## src/rtl/cmpmov_pkg.sv

```systemverilog
package cmpmov_pkg;
  localparam int unsigned OP_W = 6;
  localparam logic [OP_W-1:0] OPC_REG   = 6'h00;
  localparam logic [OP_W-1:0] OPC_SLTI  = 6'h0a;
  localparam logic [OP_W-1:0] OPC_SLTIU = 6'h0b;
  localparam logic [OP_W-1:0] FN_SLT    = 6'h2a;
  localparam logic [OP_W-1:0] FN_SLTU   = 6'h2b;
  localparam logic [OP_W-1:0] FN_MOVZ   = 6'h0a;
  localparam logic [OP_W-1:0] FN_MOVN   = 6'h0b;

  typedef enum logic [2:0] {
    K_NONE, K_LT_RR_S, K_LT_RR_U, K_LT_RI_S, K_LT_RI_U, K_MV_Z, K_MV_NZ
  } op_kind_e;
endpackage

```

## src/rtl/cmpmov_decode.sv

```systemverilog
module cmpmov_decode
  import cmpmov_pkg::*;
#(
  parameter int unsigned AW = 5
) (
  input  logic [OP_W-1:0] opcode_i,
  input  logic [OP_W-1:0] funct_i,
  input  logic [AW-1:0]   rt_idx_i,
  input  logic [AW-1:0]   rd_idx_i,
  output op_kind_e        kind_o,
  output logic            use_imm_o,
  output logic            signed_o,
  output logic [AW-1:0]   dst_o
);
  always_comb begin
    kind_o = K_NONE;
    unique case (opcode_i)
      OPC_REG: begin
        unique case (funct_i)
          FN_SLT:  kind_o = K_LT_RR_S;
          FN_SLTU: kind_o = K_LT_RR_U;
          FN_MOVZ: kind_o = K_MV_Z;
          FN_MOVN: kind_o = K_MV_NZ;
          default: kind_o = K_NONE;
        endcase
      end
      OPC_SLTI:  kind_o = K_LT_RI_S;
      OPC_SLTIU: kind_o = K_LT_RI_U;
      default:   kind_o = K_NONE;
    endcase
  end

  assign use_imm_o = (kind_o == K_LT_RI_S) || (kind_o == K_LT_RI_U);
  assign signed_o  = (kind_o == K_LT_RR_S) || (kind_o == K_LT_RI_S);
  assign dst_o     = use_imm_o ? rt_idx_i : rd_idx_i;
endmodule

```

## src/rtl/cmpmov_compare.sv

```systemverilog
module cmpmov_compare #(
  parameter int unsigned DW    = 32,
  parameter int unsigned IMM_W = 16
) (
  input  logic [DW-1:0]    a_i,
  input  logic [DW-1:0]    b_reg_i,
  input  logic [IMM_W-1:0] imm_i,
  input  logic             use_imm_i,
  input  logic             signed_i,
  output logic             lt_o
);
  localparam int unsigned EXT_W = DW - IMM_W;

  logic [DW-1:0] imm_ext;
  logic [DW-1:0] b;
  logic [DW:0]   a_w, b_w, diff;

  generate
    if (EXT_W > 0) begin : g_sext
      assign imm_ext = {{EXT_W{imm_i[IMM_W-1]}}, imm_i};
    end else begin : g_trunc
      assign imm_ext = imm_i[DW-1:0];
    end
  endgenerate

  assign b = use_imm_i ? imm_ext : b_reg_i;

  // One DW+1 subtractor serves both flavours: the extra bit is the sign for
  // signed operands and the borrow for unsigned ones.
  assign a_w  = {signed_i & a_i[DW-1], a_i};
  assign b_w  = {signed_i & b[DW-1], b};
  assign diff = a_w - b_w;
  assign lt_o = diff[DW];
endmodule

```

## src/rtl/cmpmov_select.sv

```systemverilog
module cmpmov_select
  import cmpmov_pkg::*;
#(
  parameter int unsigned DW = 32,
  parameter int unsigned AW = 5
) (
  input  op_kind_e      kind_i,
  input  logic          lt_i,
  input  logic [DW-1:0] rs_val_i,
  input  logic [DW-1:0] rt_val_i,
  input  logic [AW-1:0] dst_i,
  output logic          we_o,
  output logic [AW-1:0] idx_o,
  output logic [DW-1:0] val_o
);
  logic          rt_zero;
  logic          want;
  logic [DW-1:0] raw;

  assign rt_zero = (rt_val_i == '0);

  always_comb begin
    want = 1'b0;
    raw  = '0;
    unique case (kind_i)
      K_LT_RR_S, K_LT_RR_U, K_LT_RI_S, K_LT_RI_U: begin
        want = 1'b1;
        raw  = {{(DW-1){1'b0}}, lt_i};
      end
      K_MV_Z: begin
        want = rt_zero;
        raw  = rs_val_i;
      end
      K_MV_NZ: begin
        want = !rt_zero;
        raw  = rs_val_i;
      end
      default: begin
        want = 1'b0;
        raw  = '0;
      end
    endcase
  end

  assign we_o  = want && (dst_i != '0);
  assign idx_o = we_o ? dst_i : '0;
  assign val_o = we_o ? raw : '0;
endmodule

```

## src/rtl/cmpmov_unit.sv

```systemverilog
module cmpmov_unit
  import cmpmov_pkg::*;
#(
  parameter int unsigned DW    = 32,
  parameter int unsigned IMM_W = 16,
  parameter int unsigned AW    = 5
) (
  input  logic             clk_i,
  input  logic             rst_ni,
  input  logic [5:0]       opcode_i,
  input  logic [5:0]       funct_i,
  input  logic [AW-1:0]    rt_idx_i,
  input  logic [AW-1:0]    rd_idx_i,
  input  logic [DW-1:0]    rs_val_i,
  input  logic [DW-1:0]    rt_val_i,
  input  logic [IMM_W-1:0] imm_i,
  output logic             wr_en_o,
  output logic [AW-1:0]    wr_idx_o,
  output logic [DW-1:0]    result_o
);
  op_kind_e      kind;
  logic          use_imm, is_signed, lt;
  logic [AW-1:0] dst, idx_n;
  logic          we_n;
  logic [DW-1:0] val_n;

  cmpmov_decode #(.AW(AW)) u_dec (
    .opcode_i (opcode_i),
    .funct_i  (funct_i),
    .rt_idx_i (rt_idx_i),
    .rd_idx_i (rd_idx_i),
    .kind_o   (kind),
    .use_imm_o(use_imm),
    .signed_o (is_signed),
    .dst_o    (dst)
  );

  cmpmov_compare #(.DW(DW), .IMM_W(IMM_W)) u_cmp (
    .a_i      (rs_val_i),
    .b_reg_i  (rt_val_i),
    .imm_i    (imm_i),
    .use_imm_i(use_imm),
    .signed_i (is_signed),
    .lt_o     (lt)
  );

  cmpmov_select #(.DW(DW), .AW(AW)) u_sel (
    .kind_i  (kind),
    .lt_i    (lt),
    .rs_val_i(rs_val_i),
    .rt_val_i(rt_val_i),
    .dst_i   (dst),
    .we_o    (we_n),
    .idx_o   (idx_n),
    .val_o   (val_n)
  );

  always_ff @(posedge clk_i or negedge rst_ni) begin
    if (!rst_ni) begin
      wr_en_o  <= 1'b0;
      wr_idx_o <= '0;
      result_o <= '0;
    end else begin
      wr_en_o  <= we_n;
      wr_idx_o <= idx_n;
      result_o <= val_n;
    end
  end
endmodule

```

## config.mk

```make
export PLATFORM = sky130hd
export DESIGN_NAME = cmpmov_unit
export DESIGN_NICKNAME = d
export VERILOG_FILES = /design/src/rtl/cmpmov_pkg.sv /design/src/rtl/cmpmov_decode.sv /design/src/rtl/cmpmov_compare.sv /design/src/rtl/cmpmov_select.sv /design/src/rtl/cmpmov_unit.sv
export SDC_FILE = /design/constraint.sdc
export NUM_CORES = 1
export LEC_CHECK = 0
export ABC_AREA = 1
export BUFFER_PORTS_ARGS = -buffer_cell sky130_fd_sc_hd__buf_2
export CELL_PAD_IN_SITES_DETAIL_PLACEMENT = 1
export CELL_PAD_IN_SITES_GLOBAL_PLACEMENT = 1
export CORE_UTILIZATION = 28
export CTS_CLUSTER_SIZE = 8
export DETAILED_ROUTE_END_ITERATION = 10
export PLACE_DENSITY = 0.85
export REMOVE_ABC_BUFFERS = 1
export SLEW_MARGIN = 15
export SYNTH_ARGS = -nofsm -noshare
export SYNTH_HDL_FRONTEND = slang
export SYNTH_SLANG_ARGS = --single-unit
```

## constraint.sdc

```tcl
create_clock -name clk_i -period 0.8 [get_ports clk_i]
set_clock_uncertainty 0.1 [all_clocks]
set_input_delay 0.16 -clock clk_i [delete_from_list [all_inputs] [get_ports clk_i]]
set_output_delay 0.16 -clock clk_i [all_outputs]
set_load 0.1 [all_outputs]
```

==> metrics list <==
- Status: finished with violations
- Failing checks: DRC, setup timing
* Number of search-and-repair iterations in the first detailed-routing pass: 7
* Largest net degree at the start of global routing: 39
- The completed layout was analyzed and its total power is 0.00478 W.
- At the end of routability-driven placement, the weighted congestion stood at 0.783.
- At the pin with the least slew margin, the transition time is 0.376 ns.
- In this run the core area contains 34 standard-cell rows.
* Final count of hold timing violations: 0
- Maximum capacitance violations: 0
- Nets: 634
- STA classifies the critical path startpoint as an input port.
* Crit. Startpoint: opcode_i[4]
- Overall routing resource usage: 24.2%
- Counting flops and latches in the post-synthesis netlist gives 38.
- The share of the Yosys chip area taken by registers is 36.6%.
- 0 antenna diodes ended up in the layout.
- Detailed routing placed a total of 764 um of wire on met3.
- sky130_fd_sc_hd__dfrtp_1 takes more of the synthesized area than any other cell.
- Of all nets on the critical path, the largest fanout is 13.
- The synthesized netlist occupies a cell area of 2600 um^2.
* Routed metal-1 wirelength: 4160 um
* Yosys warning total: 0
- Number of setup violations in the final report: 76
- Of the post-synthesis cell area, the dominant cell type holds 36.6%.
* Remaining antenna violation count: 0
- Yosys mapped a number of flops with a built-in enable equal to 0.
- For this run, the leading register cell type out of synthesis is sky130_fd_sc_hd__dfrtp_1.
- Chip width: 98.3 um
- During I/O placement, the number of pins put on the boundary was 142.
- Cells with a size suffix above 1 make up 56.2% of the layout.
- Across all setup checks in the final design, the least slack found is -1.48 ns.
* Synthesized instance count: 308
* Leakage power total: 2.44 nW
- Clock-pin slew was measured on the worst setup and hold paths at 0.09 ns.
- Setup repair after global routing missed its margin: yes
- In the routed layout, each cell is associated on average with a via count of 5.13.
- After floorplanning, the core was sized to cover 8850 um^2.
- For this run, the top clock speed supported by timing is 439 MHz.
- Cell type with the highest occurrence count on the critical path: sky130_fd_sc_hd__nand2_1
* Overflow after GRT: 0
* Initial Util: 29.3%
* Wire length of the first global-routing pass: 17,800 um
* Worst path required time: 0.94 ns
- Tcrit/Tclk final: 285%
- Across the VDD grid, the largest voltage drop is 0.623 mV.
- Proportion of synthesized flip-flops having asynchronous set or reset: 100%
- Via Count: 3,119
* Starting DRC count in detailed routing: 79
* Most frequent cell after synthesis: sky130_fd_sc_hd__nand2_1
- Cell-by-cell trace of the critical path: buf_6, nor2_4, nand3_4, or2_4, buf_6, o21ai_0, ha_1, nand2_1, inv_1, nand4_1, a21oi_1, a211oi_2, nand2_1, nand2_1, nand3_1, a21oi_2
- Input and output buffers added on the ports amount to 141.
- The number of global-route vias before repair was 3,562.
- The worst setup path is captured at a flip-flop.
* Buffer levels on the longest clock path: 2
* Synth cell types: 31
- Power density over the cells: 936 nW/um^2
* Minimum hold slack: 0.0297 ns
- On the worst path, the slowest cell contributes a delay of 0.32 ns.
* Routed wl met2: 6860 um
* Worst setup path endpoint: result_o[0]
* Placed wire-length estimate: 7940 um
- After detailed routing, the total wire length is 12,200 um.
* Worst slack, placed: -1.83 ns
- The H-tree was split into 2 levels.
- Antenna violations before repair: 0
* Path type of the worst setup path: in2reg
- The die covers 9660 um^2.
* Slew Limit Headroom: 74.8%
- At the worst endpoint, the arrival time is 2.42 ns.
* CTS sink count: 38
- Class of the worst hold path: in2reg
- The smallest clock period supported by the final layout is computed as 2.28 ns.
* Average cell area after synthesis: 8.43 um^2
- Drt drc: 9
* Total CTS buffers: 5
- The area growth from synthesis to layout is 96.6%.
- Uppermost layer routed: met4
- Root buffer cell: sky130_fd_sc_hd__clkbuf_8
* Number of pins exceeding their max-slew limit in the final report: 0
* Cell with the largest stage delay on the worst path: sky130_fd_sc_hd__or2_4
* Commonest cells in the synthesized netlist: 63 x sky130_fd_sc_hd__nand2_1, 38 x sky130_fd_sc_hd__dfrtp_1, 37 x sky130_fd_sc_hd__nor2_1, 31 x sky130_fd_sc_hd__ha_1, 22 x sky130_fd_sc_hd__o21ai_0
- Leading cell types by total area after synthesis: sky130_fd_sc_hd__dfrtp_1 37%, sky130_fd_sc_hd__ha_1 15%, sky130_fd_sc_hd__nand2_1 9.1%
- TritonCTS clock tree: done
- Drt wl/cell: 20.1 um
- Vertical die dimension: 98.3 um
cell usage in the layout, fill, tap and decap left out, types with 2 or more instances in the layout:
cell type / netlist / final
sky130_fd_sc_hd__o21ai_2: 2 / 4
sky130_fd_sc_hd__nor4_2: 0 / 2
sky130_fd_sc_hd__o21ai_0: 22 / 14
sky130_fd_sc_hd__mux2i_4: 0 / 2
sky130_fd_sc_hd__a21oi_2: 0 / 7
sky130_fd_sc_hd__buf_8: 1 / 2
sky130_fd_sc_hd__nor2_2: 12 / 2
sky130_fd_sc_hd__a21oi_1: 16 / 9
sky130_fd_sc_hd__buf_6: 3 / 13
sky130_fd_sc_hd__o21ai_1: 1 / 4
sky130_fd_sc_hd__buf_4: 0 / 33
sky130_fd_sc_hd__nor4_4: 0 / 2
sky130_fd_sc_hd__inv_1: 19 / 17
sky130_fd_sc_hd__mux2i_1: 17 / 14
sky130_fd_sc_hd__nand2_1: 63 / 61
sky130_fd_sc_hd__nor3_2: 1 / 4
sky130_fd_sc_hd__buf_16: 0 / 2
sky130_fd_sc_hd__o21ai_4: 0 / 3
sky130_fd_sc_hd__buf_2: 1 / 97
sky130_fd_sc_hd__inv_2: 2 / 3
sky130_fd_sc_hd__nand4_1: 8 / 8
sky130_fd_sc_hd__nor2_1: 37 / 12
sky130_fd_sc_hd__clkbuf_8: 0 / 6
sky130_fd_sc_hd__nand2_2: 0 / 2
sky130_fd_sc_hd__nand3_1: 6 / 4
sky130_fd_sc_hd__nand3_2: 0 / 2
sky130_fd_sc_hd__buf_12: 0 / 47
sky130_fd_sc_hd__nor4_1: 7 / 3
sky130_fd_sc_hd__nor2_4: 0 / 35
sky130_fd_sc_hd__ha_1: 31 / 31
sky130_fd_sc_hd__dfrtp_1: 38 / 38
cells by family (layout without fill, tap and decap cells):
kind of cell             count (synthesis)  in the layout  share of synthesized area (%)
adder cells (fa/ha/maj)                 31             31                           14.9
AND/OR/NAND/NOR                        143            143                           25.1
multiplexers                            17             17                           6.55
buffers and inverters                   32            224                           5.98
flip-flops                              38             38                           36.6
AO/OA/AOI/OAI                           47             47                           10.8
worst max-delay path: cells and delay by family:
kind | cells | cell delay, ns
adder cells (fa/ha/maj) | 1 | 0.30
buffers and inverters | 3 | 0.32
AO/OA/AOI/OAI | 4 | 0.52
AND/OR/NAND/NOR | 8 | 1.13
stage by stage:
step | std cells | util, % | instance area (um^2) | setup TNS [ns]
2_1_floorplan | 297 | - | 2520 | -63.88
3_3_place_gp | 581 | 48.1 | 4260 | -51.34
3_5_place_dp | 581 | 48.1 | 4260 | -54.84
4_1_cts | 605 | 55.6 | 4920 | -58.61
5_1_grt | 608 | 57.7 | 5100 | -55.58
6_report | 608 | 57.7 | 5100 | -52.56
timing repair:
action | 4_1_cts | 5_1_grt
setup endpoints to repair | 76 | 76
resized for setup | 91 | 51
endpoints found under the hold margin | 40 | 0
pin swaps | 11 | 18
hold buffers | 1 | 0
cloned | 4 | 0
buffers inserted | 11 | 6
flip-flops by register name, indices dropped and copies added, names as in the netlist:
register	flops
result_o	32
wr_en_o	1
wr_idx_o	5
worst min-delay path by stage:
stage | start | end | slack [ns] | cells after the start
after global routing | rs_val_i[3] | result_o[3] | 0.03 | 3
after global placement | rst_ni | wr_en_o | 0.05 | 2
after CTS | rs_val_i[25] | result_o[25] | -0.005 | 3
after floorplan | rst_ni | result_o[0] | -0.24 | 0
final | rs_val_i[3] | result_o[3] | 0.03 | 3
after detailed placement | rst_ni | wr_en_o | 0.05 | 2
area by class of cell:
type                            count  area (um^2)
Tap cell                          108          135
Clock buffer                        6         82.6
Timing Repair Buffer              195         1920
Sequential cell                    38          951
Fill cell                        1001         3740
Multi-Input combinational cell    238         1930
Inverter                           21         81.3
Clock inverter                      2         12.5
routing by layer:
layer  global-route usage, %  vias to the layer above
li1                        -                     1428
met1                    24.5                     1515
met2                    47.4                      139
met3                    4.72                       37
met4                    11.0                        0
met5                       0                        -
power by group:
group	internal [W]	switching (W)	leakage (nW)	total (W)
Clock	0.000695	0.000783	0.0472	0.00148
Sequential	0.00192	0.00000353	0.531	0.00193
Combinational	0.000649	0.000728	1.86	0.00138
Power figures use the tool's default switching activity.
